[src/rtl/fdt_pkg.sv]
// Package: shared constants and types for the floating-point debug trap.
// Assumes selector codes are dense from 0; codes above CC_UN are unused.
package fdt_pkg;
    localparam int SEL_W    = 5;
    localparam int ERR_W    = 5;
    localparam int FLAG_CNT = 2;
    localparam int FLAG_UNCC = 0;
    localparam int FLAG_IOP  = 1;

    typedef enum logic [SEL_W-1:0] {
        CC_EQ   = 5'd0,  CC_ERR = 5'd1,  CC_GE  = 5'd2,  CC_GL   = 5'd3,
        CC_GLE  = 5'd4,  CC_GT  = 5'd5,  CC_INF = 5'd6,  CC_LE   = 5'd7,
        CC_LT   = 5'd8,  CC_MI  = 5'd9,  CC_NE  = 5'd10, CC_NGE  = 5'd11,
        CC_NGL  = 5'd12, CC_NGLE = 5'd13, CC_NGT = 5'd14, CC_NINF = 5'd15,
        CC_NLE  = 5'd16, CC_NLT = 5'd17, CC_OR  = 5'd18, CC_PL   = 5'd19,
        CC_UN   = 5'd20
    } fdt_cond_e;

    typedef enum logic {
        ST_RUN  = 1'b0,
        ST_HALT = 1'b1
    } fdt_state_e;
endpackage

[src/rtl/fdt_cond_eval.sv]
// Module: fdt_cond_eval
// Combinational predicate evaluator. Returns whether the selected condition
// holds and whether the selected code belongs to the non-aware family.
// Assumes: flags are stable during the evaluate cycle; unused codes are false.
module fdt_cond_eval
    import fdt_pkg::*;
#(
    parameter int SW = SEL_W,
    parameter int EW = ERR_W
) (
    input  logic [SW-1:0] sel_i,
    input  logic          n_i,
    input  logic          z_i,
    input  logic          inf_i,
    input  logic          nan_i,
    input  logic [EW-1:0] err_i,
    input  logic          uncc_i,
    output logic          true_o,
    output logic          non_aware_o
);
    logic gt_f, ge_f, lt_f, le_f, gl_f, gle_f;

    // Purpose: raw "false" terms of the ordered comparisons.
    always_comb begin
        gt_f  = nan_i | z_i | n_i;
        ge_f  = nan_i | (n_i & ~z_i);
        lt_f  = nan_i | z_i | ~n_i;
        le_f  = nan_i | ~(n_i | z_i);
        gl_f  = nan_i | z_i;
        gle_f = nan_i;
    end

    // Purpose: select predicate value and its awareness class.
    always_comb begin
        true_o      = 1'b0;
        non_aware_o = 1'b0;
        case (sel_i)
            CC_EQ:   true_o = z_i;
            CC_NE:   true_o = ~z_i;
            CC_ERR:  true_o = (|err_i) | uncc_i;
            CC_INF:  true_o = inf_i;
            CC_NINF: true_o = ~inf_i;
            CC_MI:   true_o = n_i;
            CC_PL:   true_o = ~n_i;
            CC_OR:   true_o = ~nan_i;
            CC_UN:   true_o = nan_i;
            CC_GT:   begin true_o = ~gt_f;  non_aware_o = 1'b1; end
            CC_GE:   begin true_o = ~ge_f;  non_aware_o = 1'b1; end
            CC_LT:   begin true_o = ~lt_f;  non_aware_o = 1'b1; end
            CC_LE:   begin true_o = ~le_f;  non_aware_o = 1'b1; end
            CC_GL:   begin true_o = ~gl_f;  non_aware_o = 1'b1; end
            CC_GLE:  begin true_o = ~gle_f; non_aware_o = 1'b1; end
            CC_NGT:  begin true_o = gt_f;   non_aware_o = 1'b1; end
            CC_NGE:  begin true_o = ge_f;   non_aware_o = 1'b1; end
            CC_NLT:  begin true_o = lt_f;   non_aware_o = 1'b1; end
            CC_NLE:  begin true_o = le_f;   non_aware_o = 1'b1; end
            CC_NGL:  begin true_o = gl_f;   non_aware_o = 1'b1; end
            CC_NGLE: begin true_o = gle_f;  non_aware_o = 1'b1; end
            default: begin true_o = 1'b0;   non_aware_o = 1'b0; end
        endcase
    end
endmodule

[src/rtl/fdt_sticky_flags.sv]
// Module: fdt_sticky_flags
// Bank of sticky bits, each with its own set and synchronous clear.
// Assumes: set has priority over clear when both arrive together.
module fdt_sticky_flags #(
    parameter int CNT = 2
) (
    input  logic           clk,
    input  logic           rst_n,
    input  logic [CNT-1:0] set_i,
    input  logic [CNT-1:0] clr_i,
    output logic [CNT-1:0] q_o
);
    for (genvar g = 0; g < CNT; g++) begin : g_bit
        // Purpose: hold one sticky bit; set beats clear.
        always_ff @(posedge clk) begin
            if (!rst_n)         q_o[g] <= 1'b0;
            else if (set_i[g])  q_o[g] <= 1'b1;
            else if (clr_i[g])  q_o[g] <= 1'b0;
        end
    end
endmodule

[src/rtl/fdt_trap_ctrl.sv]
// Module: fdt_trap_ctrl
// Run/halt sequencer. Accepts a strobe only while running, halts on a true
// result, pulses continue on a false one, and leaves halt on resume.
// Assumes: resume while running is meaningless and is dropped.
module fdt_trap_ctrl
    import fdt_pkg::*;
(
    input  logic clk,
    input  logic rst_n,
    input  logic eval_i,
    input  logic cond_true_i,
    input  logic resume_i,
    output logic accept_o,
    output logic halted_o,
    output logic continue_o
);
    fdt_state_e state_q;

    // Purpose: a strobe counts only while running.
    always_comb accept_o = eval_i & (state_q == ST_RUN);

    // Purpose: state transitions between run and halt.
    always_ff @(posedge clk) begin
        if (!rst_n) begin
            state_q <= ST_RUN;
        end else begin
            case (state_q)
                ST_RUN:  if (accept_o && cond_true_i) state_q <= ST_HALT;
                ST_HALT: if (resume_i)                state_q <= ST_RUN;
                default: state_q <= ST_RUN;
            endcase
        end
    end

    // Purpose: one-cycle continue pulse after a false evaluation.
    always_ff @(posedge clk) begin
        if (!rst_n) continue_o <= 1'b0;
        else        continue_o <= accept_o & ~cond_true_i;
    end

    always_comb halted_o = (state_q == ST_HALT);
endmodule

[src/rtl/fdt_trap_unit.sv]
// Module: fdt_trap_unit (top)
// Conditional debug trap: evaluates a floating-point predicate on a strobe,
// halts or continues, and records non-aware unordered tests in sticky bits.
// Assumes: flags are valid in the cycle eval_i is high.
module fdt_trap_unit
    import fdt_pkg::*;
(
    input  logic             clk,
    input  logic             rst_n,
    input  logic             eval_i,
    input  logic [SEL_W-1:0] cond_sel_i,
    input  logic             flag_n_i,
    input  logic             flag_z_i,
    input  logic             flag_inf_i,
    input  logic             flag_nan_i,
    input  logic [ERR_W-1:0] err_ext_i,
    input  logic             resume_i,
    input  logic             clr_uncc_i,
    input  logic             clr_iop_i,
    output logic             halted_o,
    output logic             continue_o,
    output logic             uncc_o,
    output logic             iop_o
);
    logic                cond_true;
    logic                non_aware;
    logic                accept;
    logic [FLAG_CNT-1:0] flag_set;
    logic [FLAG_CNT-1:0] flag_clr;
    logic [FLAG_CNT-1:0] flag_q;

    fdt_cond_eval #(.SW(SEL_W), .EW(ERR_W)) u_eval (
        .sel_i       (cond_sel_i),
        .n_i         (flag_n_i),
        .z_i         (flag_z_i),
        .inf_i       (flag_inf_i),
        .nan_i       (flag_nan_i),
        .err_i       (err_ext_i),
        .uncc_i      (flag_q[FLAG_UNCC]),
        .true_o      (cond_true),
        .non_aware_o (non_aware)
    );

    fdt_trap_ctrl u_ctrl (
        .clk         (clk),
        .rst_n       (rst_n),
        .eval_i      (eval_i),
        .cond_true_i (cond_true),
        .resume_i    (resume_i),
        .accept_o    (accept),
        .halted_o    (halted_o),
        .continue_o  (continue_o)
    );

    // Purpose: unordered test of a non-aware predicate raises both flags.
    always_comb begin
        flag_set           = {FLAG_CNT{accept & non_aware & flag_nan_i}};
        flag_clr           = '0;
        flag_clr[FLAG_UNCC] = clr_uncc_i;
        flag_clr[FLAG_IOP]  = clr_iop_i;
    end

    fdt_sticky_flags #(.CNT(FLAG_CNT)) u_flags (
        .clk   (clk),
        .rst_n (rst_n),
        .set_i (flag_set),
        .clr_i (flag_clr),
        .q_o   (flag_q)
    );

    assign uncc_o = flag_q[FLAG_UNCC];
    assign iop_o  = flag_q[FLAG_IOP];
endmodule

[config.mk]
export PLATFORM = sky130hd
export DESIGN_NAME = fdt_trap_unit
export DESIGN_NICKNAME = d
export VERILOG_FILES = /design/src/rtl/fdt_pkg.sv /design/src/rtl/fdt_cond_eval.sv /design/src/rtl/fdt_sticky_flags.sv /design/src/rtl/fdt_trap_ctrl.sv /design/src/rtl/fdt_trap_unit.sv
export SDC_FILE = /design/constraint.sdc
export NUM_CORES = 1
export LEC_CHECK = 0
export BUFFER_PORTS_ARGS = -buffer_cell sky130_fd_sc_hd__buf_2
export CAP_MARGIN = 20
export CORE_AREA = 2 2 39 41
export CTS_BUF_LIST = sky130_fd_sc_hd__clkbuf_2 sky130_fd_sc_hd__clkbuf_4 sky130_fd_sc_hd__clkbuf_8
export CTS_CLUSTER_SIZE = 16
export DETAILED_ROUTE_END_ITERATION = 8
export DIE_AREA = 0 0 41 43
export GPL_ROUTABILITY_DRIVEN = 0
export PLACE_DENSITY = 0.75
export SLEW_MARGIN = 25
export SYNTH_ARGS = -nofsm -noshare
export SYNTH_HDL_FRONTEND = slang
export SYNTH_HIERARCHICAL = 1
export SYNTH_SLANG_ARGS = --single-unit
[constraint.sdc]
create_clock -name clk -period 4.9 [get_ports clk]
set_input_delay 0.735 -clock clk [delete_from_list [all_inputs] [get_ports clk]]
set_output_delay 0.735 -clock clk [all_outputs]
set_load 0.01 [all_outputs]
== Yosys cells after proc, flatten, opt, wreduce, memory -nomap -nowiden ==
Index checks and enable logic that the tools add are counted.

* Equality and inequality tests: 20
* Muxes and demuxes: 9
* Bitwise gates (word level): 24
* Reduce and logical (&&, ||, !) cells: 8

{| class="wikitable"
|+ Operator list
! cell !! count
|-
| 5-bit by 4-bit == test with 1-bit output (second input constant) || 8
|-
| 5-bit == test (second input constant) || 5
|-
| 5-bit by 3-bit == test with 1-bit output (second input constant) || 4
|-
| 1-bit case mux with 19 select lines || 1
|-
| 1-bit NOT || 12
|-
| 12-bit OR reduction || 1
|-
| 5-bit by 2-bit == test with 1-bit output (second input constant) || 2
|-
| 1-bit two-way mux || 7
|-
| 1-bit bitwise OR || 7
|-
| 1-bit bitwise AND || 5
|-
| 5-bit by 1-bit == test with 1-bit output (second input constant) || 1
|-
| 5-bit zero test || 1
|-
| 5-bit OR reduction || 1
|-
| 2-bit nonzero test || 2
|-
| 2-bit OR reduction || 2
|-
| 1-bit case mux with 2 select lines || 1
|-
| 1-bit logical AND || 1
|}

* Bits in registers: 4
* Output and inout port bits: 4
* Word-level logic and storage cells: 65

== Longest topological paths before layout ==
* Depth after elaboration: 8
* Gate-level depth with buffers: 7
* Mapped depth without buffers: 6

== Hierarchy ==
Netlist, hierarchy kept.

{| class="wikitable"
|+ Modules (own cells, without submodules)
! module !! times used !! cells an instance !! area each (µm²) !! sequential area each (µm²)
|-
| fdt_cond_eval || 1 || 55 || 354.1 || 0.0
|-
| fdt_sticky_flags || 1 || 6 || 82.6 || 40.0
|-
| fdt_trap_ctrl || 1 || 6 || 75.1 || 40.0
|-
| fdt_trap_unit || 1 || 1 || 6.3 || 0.0
|}

== Worst setup path after synthesis ==
Ideal clock, no wire load.

* Path type: input-to-reg
* Start point: input port flag_nan_i
* End point: register u_ctrl.state_q (netlist: u_ctrl/halted_o)
* Library setup time: 0.115 ns
* Arrival time: 1.950 ns
* Data required time: 4.785 ns
* Path slack: 2.835 ns
* Stages: 7
* Path buffers: 1
* Cell sequence: buf_4 -> nor2_2 -> inv_1 -> a221oi_1 -> a211oi_1 -> or3_1 -> a31o_1

* Cells in the longest elaborated chain, start to end: 7
* Elaborated cells on any way between the ends: 15

{| class="wikitable"
|+ Ends and longest elaborated chain
! item !! RTL line !! RTL
|-
| start, declared || fdt_trap_unit.sv:15 || <nowiki>input logic flag_nan_i,</nowiki>
|-
| 1-bit bitwise OR || fdt_cond_eval.sv:25, fdt_cond_eval.sv:27, fdt_cond_eval.sv:29 ||
|-
| 1-bit bitwise OR, on equally long branches || fdt_cond_eval.sv:27, fdt_cond_eval.sv:25 ||
|-
| 1-bit NOT, on equally long branches || fdt_cond_eval.sv:49, fdt_cond_eval.sv:47 ||
|-
| 1-bit case mux with 19 select lines * || fdt_cond_eval.sv:37 || <nowiki>case (sel_i)</nowiki>
|-
| named net cond_true || fdt_trap_unit.sv:25 || <nowiki>logic cond_true;</nowiki>
|-
| 1-bit logical AND * || fdt_trap_ctrl.sv:28 || <nowiki>ST_RUN: if (accept_o && cond_true_i) state_q <= ST_HALT;</nowiki>
|-
| 1-bit two-way mux * || fdt_trap_ctrl.sv:28 ||
|-
| 1-bit case mux with 2 select lines * || fdt_trap_ctrl.sv:27 || <nowiki>case (state_q)</nowiki>
|-
| end signal, assigned || fdt_trap_ctrl.sv:28 ||
|-
| end signal, assigned || fdt_trap_ctrl.sv:29 || <nowiki>ST_HALT: if (resume_i) state_q <= ST_RUN;</nowiki>
|-
| end signal, assigned || fdt_trap_ctrl.sv:30 || <nowiki>default: state_q <= ST_RUN;</nowiki>
|-
| end, declared || fdt_trap_ctrl.sv:17 || <nowiki>fdt_state_e state_q;</nowiki>
|}

Mark *: on every way through the listed nets, which the timed path passes. The rest lies on a longest branch.
A chain may end at the register's enable or synchronous reset.

== Worst setup path in the final report ==
* Start point: input port err_ext_i[3]
* End point: register u_ctrl.state_q (netlist: u_ctrl/halted_o)

* Cells in the longest elaborated chain, start to end: 6

{| class="wikitable"
|+ Ends and longest elaborated chain
! item !! RTL line !! RTL
|-
| start, declared || fdt_trap_unit.sv:16 || <nowiki>input logic [ERR_W-1:0] err_ext_i,</nowiki>
|-
| 5-bit OR reduction || fdt_cond_eval.sv:40 || <nowiki>CC_ERR: true_o = (|err_i) | uncc_i;</nowiki>
|-
| 1-bit bitwise OR || fdt_cond_eval.sv:40 ||
|-
| 1-bit case mux with 19 select lines || fdt_cond_eval.sv:37 ||
|-
| named net cond_true || fdt_trap_unit.sv:25 ||
|-
| 1-bit logical AND || fdt_trap_ctrl.sv:28 ||
|-
| 1-bit two-way mux || fdt_trap_ctrl.sv:28 ||
|-
| 1-bit case mux with 2 select lines || fdt_trap_ctrl.sv:27 ||
|}

The timed path passes the listed nets, and every way through them passes these cells.

==> key figures <==
Status
  • Outcome: complete, no violations

Routing
  • Wire per inst: 11.56 µm
  • Wirelength, routed: 1225 µm
  • Residual DRC: 0
  • Via count: 604
  • Vias per Instance: 5.698
  • Post-route ant nets: 0
  • Starting DRC count in detailed routing: 15
  • DR pass1 iterations: 4

STA
  • Worst setup margin: 2822 ps
  • Clk_skew: 0.4487 ps
  • Pins Over Slew Limit: 0
  • Final period util: between 40% and 50%
  • Tmin final: ~2100 ps
  • Slew @ Worst Pin: 368.8 ps
  • TNS Setup: 0 ps
  • Slew margin rel.: 74.77%
  • Fmax: 481.3 MHz
  • Final Hold Vio Count: 0
  • RSZ-0062 raised after global routing: no
  • # setup viols final: 0

Logic synthesis
  • Ys Warns: 6
  • Register area share after synthesis: 15.46%
  • Yosys top cell by area: dfxtp_1
  • Post-Syn Instances: just under 70
  • EDFF count, synth: 0
  • Post-Syn Area per Cell: 7.618 µm²
  • Post-Syn Area: 518.0 µm²
  • Top post-synthesis cells by area: dfxtp_1, nor2b_4, nor2_1
  • Count of different cell masters after synthesis: 39
  • Mapped Nets: 88
  • Most common flop cell mapped by yosys: dfxtp_1
  • Post-synth ARST share: 0%
  • Seq cells post-synth: 4
  • Top cell type's share of synthesized area: roughly 15%

Setup path
  • CP startpoint kind: input pin
  • CP required: 5030 ps
  • Reg2Reg Depth: 6
  • Critical Path Start: err_ext_i[3]
  • Crit path DAT: 2200 ps
  • Critical-path maximum fanout: 2
  • Crit end category: flip-flop
  • R2R setup slack: ~3200 ps
  • Setup Crit Path Kind: in2reg
  • Critical R2R Capture: u_ctrl/halted_o
  • CP Capture Point: u_ctrl/halted_o
  • Origin of the critical flop-to-flop path: u_flags/q_o[0]

Cells and area
  • Final net count: 112
  • Area Growth Syn to Fin: 26.09%
  • Fill cell count: 142
  • Layout cells sized above 1: between 30% and 40%
  • Most frequent cells in the layout: buf_2, nor2_1, dfxtp_1, o21ai_0
  • FF/Latch Area: approximately 80 µm²
  • Most common cell after layout, fill and taps aside: buf_2
  • Ant. Diodes: 0
  • Area of the multi-input gates: around 400 µm²

Pwr
  • Tot Pwr: 0.1158 mW
  • Worst IR Drop VDD: ~0.000051 V
  • Lkg Pwr: ~0.28 nW
  • PD cells: 177.3 mW/mm²

Clocking
  • Setup Fix Bufs, Post-CTS: 0
  • Num Clock Sinks: 4
  • CTS Root Cell: clkbuf_4
  • H-Tree Depth: 1
  • Max Root-Sink Buffers: 2
  • Cts bufs inserted: 3
  • Post-CTS Hold Buffers: 0
  • TritonCTS clock tree: yes
  • PostCTS Resize Cnt: 0
  • Clk_lat worst skew: 230 ps
  • Clock transition at path regs: 40 ps

Global routing
  • Vias in the first global route: 484
  • Overflow left after global routing: 0
  • Total global-route track usage: 15.22%
  • First-pass GRT wire length: about 1900 µm
  • Largest net degree at the start of global routing: 17
  • Initial antenna violation count: 0

Place
  • # port buffers: 23
  • Post-DP HPWL: 920.1 µm
  • Pre-CTS WS: 2570 ps

Job
  • Max-cap viol count: 0

Floorplan
  • Initial Utilization: roughly 37%
  • Die Height: between 40 and 50 µm
  • Io pins: 24
  • Row count: 14
  • Core area: 0.001384 mm²
  • Die width: 41 µm
  • Die area: 0.001763 mm²

Worst hold path
  • HP Class: reg2reg
==> registers in the layout, indices dropped and copies added, names as in the netlist <==
register and count:
u_flags/q_o 2, u_ctrl/continue_o 1, u_ctrl/halted_o 1
==> cell usage after synthesis (all sizes together) (2+ instances only) <==
cell type  instances
o21ai              5
nor3               2
a311oi             2
a221oi             2
nand3b             2
nor2b              6
buf                4
o21a               2
a211oi             2
dfxtp              4
nand2b             2
a21oi              3
or3                3
nor2               8
and3b              2
nor3b              2
==> area by class of cell <==
type / instances / share of cell area, %
Inverter: 1 / 0.5747
Multi-Input combinational cell: 59 / 63.03
Tap cell: 16 / 3.065
Sequential cell: 4 / 12.26
Clock buffer: 3 / 3.448
Timing Repair Buffer: 23 / 17.62
==> per-layer routing <==
metal	share of wire, %	GRT usage [%]	up-vias
met5	0	0	-
met4	0	8.000	0
met3	6.9	1.571	0
met2	43	22.81	21
met1	50	20.38	274
li1	-	-	309
==> critical path, stage by stage <==
cell and delay (ps):
buf_2 90, nor4_1 310, a311oi_1 140, a311oi_1 250
a2111oi_0 100, or3_1 400, a31o_1 180
==> cell families (layout without fill, tap and decap cells) <==
logic type	Yosys count	count (layout)	share of synthesized area, %
DFF	4	4	15.46
xor gates and xnor gates	1	1	1.691
AOI/OAI and AO/OA	22	22	30.92
buffers and inverters	5	27	5.071
and+or+nand+nor	36	36	46.86
==> where the power goes <==
| group | internal, mW | switching, mW | total, mW |
|---|---|---|---|
| sequential | 0.0346 | 0.000856 | 0.0355 |
| clock | 0.0274 | 0.0132 | 0.0406 |
| combinational | 0.0187 | 0.0211 | 0.0398 |
| total | 0.0806 | 0.0352 | 0.116 |
==> metrics by stage <==
stage	hold WS (ps)	utilization, %	cells	cell area (µm²)
global route	609.4	47.20	106	653.1
global placement	550.4	45.57	103	630.6
floorplan	620.0	-	68	518.0
detailed placement	563.3	45.57	103	630.6
finish	564.0	47.20	106	653.1
CTS	567.6	47.20	106	653.1
==> worst min-delay path by stage <==
| stage | slack, ps | depth (start not counted) | to | start |
|---|---|---|---|---|
| 5_1_grt | 610 | 2 | u_flags/q_o[1] | u_flags/q_o[1] |
| 3_3_place_gp | 550 | 2 | u_flags/q_o[1] | u_flags/q_o[1] |
| 4_1_cts | 570 | 2 | u_flags/q_o[1] | u_flags/q_o[1] |
| 3_5_place_dp | 560 | 2 | u_flags/q_o[1] | u_flags/q_o[1] |
| 2_1_floorplan | 620 | 2 | u_flags/q_o[1] | u_flags/q_o[1] |
| 6_report | 560 | 2 | u_flags/q_o[1] | u_flags/q_o[1] |
Note: power is estimated with default switching activity, not from simulation.
